[src/rtl/rx_err_fifo.sv]
module rx_err_fifo #(
  parameter int DEPTH = 64,
  parameter int DW    = 8
) (
  input  logic                       clk,
  input  logic                       rst_n,
  input  logic                       clr,
  input  logic                       wr_en,
  input  logic [DW-1:0]              wr_data,
  input  logic                       wr_brk,
  input  logic                       wr_frm,
  input  logic                       wr_par,
  input  logic                       rd_en,
  output logic [DW-1:0]              rd_data,
  output logic                       head_brk,
  output logic                       head_frm,
  output logic                       head_par,
  output logic                       any_err,
  output logic                       empty,
  output logic                       full,
  output logic [$clog2(DEPTH+1)-1:0] count,
  output logic                       overflow
);
  localparam int AW = (DEPTH > 1) ? $clog2(DEPTH) : 1;
  localparam int CW = $clog2(DEPTH + 1);
  localparam int EW = DW + 3;
  localparam logic [AW-1:0] LAST = AW'(DEPTH - 1);
  localparam logic [CW-1:0] FULLV = CW'(DEPTH);

  logic [EW-1:0] mem [DEPTH];
  logic [AW-1:0] wp, rp;
  logic [CW-1:0] cnt, ecnt;

  wire [EW-1:0] head    = mem[rp];
  wire          do_pop  = rd_en & ~empty;
  wire          do_push = wr_en & (~full | do_pop);
  wire          in_err  = wr_brk | wr_frm | wr_par;
  wire          out_err = |head[2:0];

  assign empty    = (cnt == '0);
  assign full     = (cnt == FULLV);
  assign count    = cnt;
  assign any_err  = (ecnt != '0);
  assign overflow = wr_en & full & ~rd_en;
  assign rd_data  = empty ? '0 : head[EW-1:3];
  assign head_brk = ~empty & head[2];
  assign head_frm = ~empty & head[1];
  assign head_par = ~empty & head[0];

  always_ff @(posedge clk) begin
    if (do_push && !clr) mem[wp] <= {wr_data, wr_brk, wr_frm, wr_par};
  end

  always_ff @(posedge clk or negedge rst_n) begin
    if (!rst_n) begin
      wp   <= '0;
      rp   <= '0;
      cnt  <= '0;
      ecnt <= '0;
    end else if (clr) begin
      wp   <= '0;
      rp   <= '0;
      cnt  <= '0;
      ecnt <= '0;
    end else begin
      if (do_push) wp <= (wp == LAST) ? '0 : wp + AW'(1);
      if (do_pop)  rp <= (rp == LAST) ? '0 : rp + AW'(1);
      cnt  <= cnt + CW'(do_push) - CW'(do_pop);
      ecnt <= ecnt + CW'(do_push & in_err) - CW'(do_pop & out_err);
    end
  end
endmodule

[config.mk]
export PLATFORM = sky130hd
export DESIGN_NAME = rx_err_fifo
export DESIGN_NICKNAME = d
export VERILOG_FILES = /design/src/rtl/rx_err_fifo.sv
export SDC_FILE = /design/constraint.sdc
export NUM_CORES = 1
export LEC_CHECK = 0
export CAP_MARGIN = 30
export CORE_MARGIN = 10
export CORE_UTILIZATION = 29
export CTS_BUF_LIST = sky130_fd_sc_hd__clkbuf_8 sky130_fd_sc_hd__clkbuf_16
export CTS_CLUSTER_DIAMETER = 150
export DETAILED_ROUTE_END_ITERATION = 6
export DONT_BUFFER_PORTS = 1
export PLACE_DENSITY_LB_ADDON = 0.25
export SLEW_MARGIN = 20
export SYNTH_ARGS = -nofsm -noshare
export SYNTH_HDL_FRONTEND = slang
export SYNTH_SLANG_ARGS = --single-unit
[constraint.sdc]
create_clock -name clk -period 5.6 [get_ports clk]
set_input_delay 1.12 -clock clk [delete_from_list [all_inputs] [get_ports clk]]
set_output_delay 1.12 -clock clk [all_outputs]
set_load 0.02 [all_outputs]
==> key figures, run 1 <==
Synthesis
  – Post-Synth XOR/XNOR Area: 0.334%
  – Main synth FF type: edfxtp_1
  – Net Count, Synth: 1376
  – Mapped Area: roughly 0.029 mm²
  – Top post-synthesis cells by area: edfxtp_1 73%, mux4_2 16%, dfrtp_1 2.3%
  – Yosys top cell area share: 73.2%
  – Post-synth EDFFs: 704
  – Post-synthesis sequential area ratio: 75.5%
  – Synth Area in Adders: 0.962%
  – Avg Synthesized Cell Area: 21.6 µm²
  – Fraction of registers with async set/reset: approximately 3.6%
  – Synth unique cells: 51
  – Most area-hungry cell type in the Yosys netlist: edfxtp_1
  – #FFs+latches synth: 730
  – Syn. warnings: 0
  – Synth Area in Simple Gates: 2.98%
  – Mux cell area share after synthesis: 17.3%
  – Largest family of logic cells by synthesized area: multiplexers
  – Mapped Cells: approximately 1300
  – Compound-gate portion of the synthesized area: 1.47%

Final layout
  – Layout Nets: 1474
  – Area Growth Syn to Fin: 15.9%
  – Leading cell type in the layout, fill and taps excluded: edfxtp_1
  – Fill cells: 9150
  – Layout cells sized above 1: 29.2%
  – Most frequent cells in the layout: 704 x edfxtp_1, 209 x mux4_2, 84 x clkbuf_16
  – Post-route cell area: 0.0335 mm²
  – Core Util, Final: 34.0%
  – Non-Filler Instances: 2791

Power
  – VDD IR max: approximately 240 µV
  – Pwr/cell area: 392 mW/mm²
  – Clk pwr share: 39.1%
  – Sw Ratio: around a quarter
  – P_int: 9.93 mW
  – Reg power frac: 47.0%
  – Cell leakage power: 10.3 nW
  – NetSw: 3.20 mW
  – Gate power share: 14.0%

Worst setup path
  – Crit-path max FO: 21
  – Most Frequent Cell on Critical Path: mux4_2
  – Critical Path, Cell by Cell: buf_4, buf_4, mux4_2, mux4_2, mux4_2, nor2b_1
  – Startpoint types: flip-flop
  – CP Class: reg -> out
  – RR Startpoint: rp[0]$_DFFE_PN0P_
  – Critical-path top delay cell: dfrtp_4
  – Data required time of the critical path: 4.48 ns
  – Slowest cell delay on critical path: ~0.73 ns
  – CP Capture Type: primary output
  – Critical path arrival: slightly above 4 ns
  – Crit path from: rp[0]$_DFFE_PN0P_

Job
  – Max_cap viols: 0

Detailed routing
  – Met3 Wirelength: 3.71 mm
  – Post-Route WL: 72.2 mm
  – Via-to-Cell Ratio: 4.87
  – Final ANT Viol Nets: 0
  – Top sig layer: met5
  – Drt first pass iters: 5
  – # DRC: 0
  – Met2 WL: roughly 35 mm
  – DR WL/cell: 25.9 µm
  – Initial detailed-routing violation count: around 1300
  – Vias: 13600
  – Met1 WL: 32.4 mm

STA
  – Worst slew margin: between 40% and 50%
  – Pins Over Slew Limit: 0
  – Unrepaired setup endpoints after global routing: no
  – Clock Skews: 0.0274 ns
  – TNS Setup: 0 ns
  – Final setup fails: 0
  – Tcrit/Tclk final: 92.8%
  – Worst-margin pin slew: 0.804 ns
  – Hold Vio Cnt, Final: 0
  – Minimum clock period: ~5.2 ns
  – F_max: 0.192 GHz

Clock network
  – Root buf cell: clkbuf_16
  – Post-CTS Hold Fix Bufs: 0
  – CTS Buffer Depth: 3
  – Clock latency on the worst-skew pair: 0.62 ns
  – CTS Buf Count: slightly above 80
  – CTS sink cnt: 730
  – H-tree depth: 3
  – TritonCTS clock tree: built
  – Reg clk slew, reported paths: about 0.060 ns

Floorplan
  – Die Ht: 336 µm
  – Initial Utilization: 29.3%
  – Floorplan Core Area: a little under 0.1 mm²
  – Die width: roughly 340 µm
  – Die area: 0.113 mm²
  – Placement row count: 115
  – I/O pins: 38

GRT
  – Initial antenna violation count: 5
  – Largest net degree at the start of global routing: 66
  – GRT Overall Usage: 12.8%
  – Vias in the first global route: approximately 14000
  – Grt total ovfl: 0
  – First-pass GRT wire length: about 110 mm

Outcome
  – Outcome: completed

Placement
  – Area of placed instances: 0.0309 mm²
  – Dpl cells: 2639
  – Port Buffer Count: 0
  – GP Congestion: roughly 0.74
  – Hpwl dp: ~45 mm

Worst hold path
  – Hold WC Path Type: in -> async
==> area by class of cell <==
| cell class | count | area, µm² | share of cell area [%] |
|---|---|---|---|
| antenna | 2 | 5.00 | 0.0150 |
| clock buffer | 87 | 2140 | 6.40 |
| clock inverter | 61 | 432 | 1.29 |
| inverter | 21 | 78.8 | 0.235 |
| multi-input combinational | 515 | 6670 | 19.9 |
| sequential | 730 | 21800 | 65.1 |
| tap | 1287 | 1610 | 4.81 |
| timing repair buffer | 88 | 728 | 2.18 |
==> cells in the mapped netlist, types with 7 or more instances <==
cell type and n:
nor2_1 90, buf_2 15, nand2_1 22, nor2b_1 19
clkbuf_1 38, xor2_1 7, edfxtp_1 704, inv_1 21
o21ai_0 10, dfrtp_1 26, nand2b_1 11, mux4_2 209
ha_1 19, buf_6 7, nand3_1 11, mux2i_1 22
a21oi_1 21, or3_1 7, buf_1 9
==> per-stage QoR <==
step / power, mW / hold slack, ns / worst slack (ns)
2_1_floorplan: 7.57 / 0.561 / 1.63
3_3_place_gp: 8.12 / 0.615 / 0.497
3_5_place_dp: 8.14 / 0.602 / 0.549
4_1_cts: 13.3 / 0.153 / 0.284
5_1_grt: 13.6 / 0.155 / 0.191
6_report: 13.1 / 0.199 / 0.405
==> worst max-delay path, delay by kind of cell, from the launching register on <==
kind          cells  cell delay [ns]
mux               3             1.73
buf+inv           2             0.72
flops             1             0.73
simple gates      1             0.23
==> path summary, 6_finish.rpt <==
kind / to / slack (ns) / cells past startpoint
min in group clk: count[1]$_DFF_PN0_ / 0.56 / 1
setup reg to reg: ecnt[6]$_DFF_PN0_ / 0.83 / 18
hold reg to reg: ecnt[6]$_DFF_PN0_ / 0.61 / 3
setup / recovery: rd_data[1] / 0.40 / 6
hold / removal: rp[0]$_DFFE_PN0P_ / 0.20 / 0
max in group asynchronous: rp[2]$_DFFE_PN0P_ / 5.28 / 0
==> what timing repair did <==
action | CTS | global route
resized for setup | 0 | 0
endpoints found under the setup margin | 2 | 0
setup buffers | 1 | 0
==> power by group through the flow <==
stage / clock, mW / combinational [mW] / sequential (mW)
floorplan: 0 / 1.36 / 6.22
detailed placement: 0 / 1.84 / 6.30
global placement: 0 / 1.80 / 6.33
CTS: 5.26 / 1.88 / 6.17
finish: 5.13 / 1.83 / 6.16
global route: 5.48 / 1.99 / 6.18
==> flip-flops by register name, indices dropped and copies added (netlist names) <==
signal and cells:
mem 704, count 7, ecnt 7, rp 6, wp 6
==> metal layers <==
metal	global-route usage (%)	vias to the layer above
met4	3.06	2
li1	-	5761
met5	0	-
met1	17.5	7395
met2	20.8	330
met3	2.58	97
==> cells by family (layout without fill, tap and decap cells) <==
kind of cell | Yosys count | in the layout
AOI/OAI and AO/OA | 64 | 64
xor gates and xnor gates | 11 | 11
adders and majority gates | 21 | 21
buffers and inverters | 94 | 257
DFF | 730 | 730
muxes | 236 | 236
other | 0 | 2
and+or+nand+nor | 183 | 183
Note: power is estimated with default switching activity, not from simulation.
==> inputs of run 2 (changes only) <==
CORE_UTILIZATION = 57   (was 29)
clock period = 4.6 ns   (was 5.6 ns; I/O delays follow)
==> run 2 against run 1 <==
  * Sequential share of layout area is 1.4 points higher
  * Flip-flop and latch count stayed put
  * Core utilization is 31 points higher
  * Largest cell class unchanged
  * Largest power group unchanged
==> key figures, run 2 (synthesis gave the netlist of run 1 again) <==
Outcome
  – Outcome: completed

Worst hold path
  – Hold WC Path Type: in -> async

STA
  – Worst slew margin: 49.1%
  – F_max: 0.223 GHz
  – TNS Setup: 0 ns
  – Unrepaired setup endpoints after global routing: no
  – Final setup fails: 0
  – Worst-margin pin slew: 0.761 ns
  – Clock Skews: 0.0218 ns
  – Pins Over Slew Limit: 0
  – Minimum clock period: 4.49 ns
  – Hold Vio Cnt, Final: 0
  – Worst setup margin: 0.112 ns
  – Tcrit/Tclk final: 97.6%

GRT
  – Largest net degree at the start of global routing: 66
  – Grt total ovfl: 0
  – GRT Overall Usage: 21.9%
  – Vias in the first global route: approximately 14000
  – Initial antenna violation count: 1
  – First-pass GRT wire length: 96.4 mm

Worst setup path
  – Reg-to-Reg End: ecnt[6]$_DFF_PN0_
  – Startpoint types: flip-flop
  – FF-to-FF setup slack: 0.27 ns
  – CP Capture Type: primary output
  – CP Class: reg -> out
  – Crit path from: rp[0]$_DFFE_PN0P_
  – CP endpoint: rd_data[4]
  – RR Startpoint: rp[0]$_DFFE_PN0P_
  – Data required time of the critical path: 3.68 ns
  – Crit-path max FO: 21
  – R2r worst-path depth: 19
  – Critical path arrival: about 3.6 ns

Clock network
  – CTS sink cnt: between 700 and 800
  – CTS Buffer Depth: 3
  – CTS Buf Count: 73
  – Root buf cell: clkbuf_16
  – H-tree depth: 3
  – Reg clk slew, reported paths: 0.06 ns
  – TritonCTS clock tree: built
  – Clock latency on the worst-skew pair: about 0.61 ns

Detailed routing
  – Via-to-Cell Ratio: 6.37
  – Initial detailed-routing violation count: 1797
  – Final ANT Viol Nets: 0
  – Vias: around 14000
  – Post-Route WL: 64.0 mm
  – Drt first pass iters: 6
  – DR WL/cell: 29.4 µm
  – # DRC: 0

Final layout
  – Most frequent cells in the layout: 704 x edfxtp_1, 209 x mux4_2, 94 x buf_4
  – Leading cell type in the layout, fill and taps excluded: edfxtp_1
  – Layout Nets: roughly 1500
  – Largest Register: mem
  – Area Growth Syn to Fin: 13.5%
  – Layout cells sized above 1: 29.9%
  – Max reg flops: 704
  – Core Util, Final: around 65%

Power
  – Power, Total: approximately 16 mW
  – Pwr/cell area: 482 mW/mm²
  – Cell leakage power: 10.3 nW
  – VDD IR max: between 300 and 400 µV

Placement
  – Pre-CTS setup slack: 0.179 ns
  – Port Buffer Count: 0
  – Hpwl dp: 38.8 mm
  – GP Congestion: 0.892

Floorplan
  – Die Ht: 245 µm
  – Placement row count: 82
  – I/O pins: 38
  – Die width: 245 µm
  – Floorplan Core Area: 0.0502 mm²
  – Die area: 0.0601 mm²
  – Initial Utilization: about 58%

Job
  – Max_cap viols: 0
## run 2: cell type report
class,count,area [µm²]
sequential,730,21800
inverter,21,78.8
multi-input combinational,515,6660
clock inverter,54,503
antenna,1,2.50
clock buffer,80,1970
tap,672,841
timing repair buffer,107,925
fill,3220,17400
## run 2: metal layers
layer / wire length (µm) / global-route usage [%] / part of all wire [%] / up-vias
met2: 30900 / 34.0 / 48 / 641
met1: 26300 / 31.8 / 41 / 7389
li1: - / - / - / 5775
met5: 0 / 0 / 0 / -
met3: 5510 / 4.32 / 8.6 / 77
met4: 1290 / 5.55 / 2.0 / 0
## run 2: where the power goes
group / leakage [nW] / switching, mW / internal (mW)
registers: 6.67 / 0.111 / 7.36
clock network: 1.26 / 2.47 / 3.60
logic: 2.40 / 1.17 / 1.09
## run 2: stage by stage
stage	area (µm²)	std cells	hold WS (ns)
after floorplan	28900	1339	0.561
after global placement	30200	2041	0.607
after detailed placement	30200	2041	0.594
after CTS	32700	2179	0.113
after global routing	32800	2179	0.119
final	32800	2180	0.133
## run 2: worst min-delay path by stage
stage	from	endpoint	cells past startpoint
floorplan	ecnt[6]$_DFF_PN0_	ecnt[6]$_DFF_PN0_	3
global placement	ecnt[5]$_DFF_PN0_	ecnt[6]$_DFF_PN0_	3
detailed placement	ecnt[5]$_DFF_PN0_	ecnt[6]$_DFF_PN0_	3
CTS	rst_n	ecnt[3]$_DFF_PN0_	1
global route	rst_n	ecnt[2]$_DFF_PN0_	1
finish	rst_n	ecnt[6]$_DFF_PN0_	1
## run 2: what timing repair did
action                     4_1_cts  5_1_grt
gates resized for setup          7       11
setup buffers                    2        0
setup endpoints to repair        8        9
cloned                           0        0
pin swaps                        0        2
hold buffers                     2        0
hold endpoints to repair        24        0
## run 2: critical path: stages, from the launching register on
cell and delay [ns]:
dfrtp_4 0.46, buf_12 0.21, buf_12 0.19, buf_12 0.18, mux4_2 0.57, mux4_2 0.58
mux4_2 0.49, nor2b_1 0.23
==> inputs of run 3 (changes only) <==
CORE_UTILIZATION = 60   (was 57)
clock period = 4.39 ns   (was 4.6 ns; I/O delays follow)
==> run 3 against run 2 <==
  * The flow now finishes with violations (negative setup slack)
  * Sequential power grew 4.8%
  * Die area is 4.6% lower
  * Clock skew grew 0.0085 ns
  * Setup slack worse by 0.13 ns
  * Via count is 0.66% higher
  * Sequential share of layout area shrank 0.19 points
  * Wire length is 2.2% higher
==> key figures, run 3 (synthesis gave the netlist of run 1 again) <==
Power
  – VDD IR max: 399 µV
  – Pwr/cell area: 495 mW/mm²
  – Cell leakage power: 10.4 nW

Floorplan
  – Placement row count: 80
  – Die width: 239 µm
  – Die Ht: 239 µm
  – Initial Utilization: between 60% and 70%
  – Die area: 0.0573 mm²
  – Floorplan Core Area: 0.0476 mm²
  – I/O pins: 38

Detailed routing
  – Post-Route WL: 65.4 mm
  – # DRC: 0
  – Final ANT Viol Nets: 0
  – Vias: 14000
  – Drt first pass iters: 5
  – DR WL/cell: 30.7 µm
  – Initial detailed-routing violation count: between 1500 and 2000
  – Via-to-Cell Ratio: 6.56

Final layout
  – Max reg flops: 704
  – Layout cells sized above 1: 30.5%
  – Multi-input combinational cell area: 0.00672 mm²
  – Largest Register: mem
  – Leading cell type in the layout, fill and taps excluded: edfxtp_1
  – Most frequent cells in the layout: 704 x edfxtp_1, 209 x mux4_2, 102 x buf_4
  – FF+latch area: 0.0218 mm²
  – N_diodes: 0
  – Area Growth Syn to Fin: 13.9%
  – Layout Nets: 1503
  – Fill cells: 2879
  – Post-route cell area: 0.0329 mm²
  – Non-Filler Instances: 2131

GRT
  – Grt total ovfl: 0
  – Largest net degree at the start of global routing: 66
  – First-pass GRT wire length: 95.0 mm
  – GRT Overall Usage: 22.9%
  – Vias in the first global route: 14100
  – Initial antenna violation count: 2

STA
  – Worst-margin pin slew: 1.08 ns
  – TNS Setup: -0.0287 ns
  – Pins Over Slew Limit: 0
  – Hold Vio Cnt, Final: 0
  – Tcrit/Tclk final: 100%
  – Clock Skews: 0.0303 ns
  – Final setup fails: 2
  – Worst setup margin: -0.0192 ns
  – Unrepaired setup endpoints after global routing: yes
  – Worst slew margin: 27.4%
  – Minimum clock period: about 4.4 ns
  – F_max: 0.227 GHz

Clock network
  – CTS Buf Count: 71
  – CTS sink cnt: 730
  – Root buf cell: clkbuf_16
  – TritonCTS clock tree: built
  – Clock latency on the worst-skew pair: roughly 0.6 ns
  – CTS Buffer Depth: 3
  – Reg clk slew, reported paths: ~0.06 ns
  – H-tree depth: 3

Worst setup path
  – Critical path arrival: 3.53 ns
  – Data required time of the critical path: 3.51 ns
  – Crit-path max FO: 8
  – Startpoint types: flip-flop
  – RR Startpoint: rp[0]$_DFFE_PN0P_
  – CP Capture Type: primary output
  – Crit path from: rp[0]$_DFFE_PN0P_
  – FF-to-FF setup slack: approximately 0.22 ns
  – CP Class: reg -> out
  – Reg-to-Reg End: ecnt[6]$_DFF_PN0_
  – R2r worst-path depth: 18
  – CP endpoint: rd_data[0]

Placement
  – GP Congestion: between 0.8 and 0.9
  – Port Buffer Count: 0
  – Hpwl dp: 38.4 mm
  – Dpl cells: 1987
  – Pre-CTS setup slack: between 0.15 and 0.2 ns
  – Area of placed instances: 0.0302 mm²

Outcome
  – Violated checks: negative setup slack
  – Outcome: finished with violations

Job
  – Max_cap viols: 0

Worst hold path
  – Hold WC Path Type: in -> async
-- run 3: where the power goes --
| part | internal [mW] | switching [mW] |
|---|---|---|
| clock network | 3.35 | 2.47 |
| logic | 1.32 | 1.31 |
| registers | 7.71 | 0.118 |
| total | 12.4 | 3.91 |
-- run 3: worst min-delay path by stage --
stage | endpoint | slack (ns) | depth (start not counted)
detailed placement | count[5]$_DFF_PN0_ | 0.58 | 0
finish | wp[0]$_DFFE_PN0P_ | 0.1 | 1
floorplan | ecnt[6]$_DFF_PN0_ | 0.56 | 3
global route | wp[5]$_DFFE_PN0P_ | 0.09 | 1
CTS | wp[5]$_DFFE_PN0P_ | 0.08 | 1
global placement | count[6]$_DFF_PN0_ | 0.58 | 0
-- run 3: repair_timing --
item	in CTS	in global routing
hold buffers	1	0
resized for setup	20	28
cloned	2	6
endpoints found under the hold margin	26	0
pin swaps	0	6
buffers inserted	1	11
endpoints found under the setup margin	8	9
-- run 3: routing by layer --
metal	vias up	GRT usage [%]	part of all wire (%)	routed length [µm]
met5	-	0	0	0
li1	5806	-	-	-
met2	703	34.7	47	31000
met1	7377	31.9	39	25500
met4	0	8.08	2.6	1710
met3	87	6.32	11	7120
-- run 3: stage by stage --
step / total power, mW / hold slack, ns / utilization (%)
after floorplan: 9.66 / 0.561 / -
after global placement: 10.2 / 0.583 / 63.3
after detailed placement: 10.3 / 0.583 / 63.3
after CTS: 16.2 / 0.0796 / 68.3
after global routing: 16.8 / 0.0900 / 69.0
final: 16.3 / 0.0989 / 69.0
-- run 3: area by class of cell --
type                    instances  area share, %
inverters                      21          0.240
multi-input cells             515           20.4
well taps                     615           2.34
clock buffers                  75           5.67
flip-flops and latches        730           66.3
repair buffers                127           3.93
clock inverters                48           1.07
-- run 3: critical path, cell delays in order (launching register included) --
cell and delay (ns):
dfrtp_4 0.51, buf_6 0.16, buf_12 0.15, buf_12 0.15, clkbuf_16 0.16, mux4_2 0.56
mux4_2 0.57, mux4_2 0.49, nor2b_4 0.18
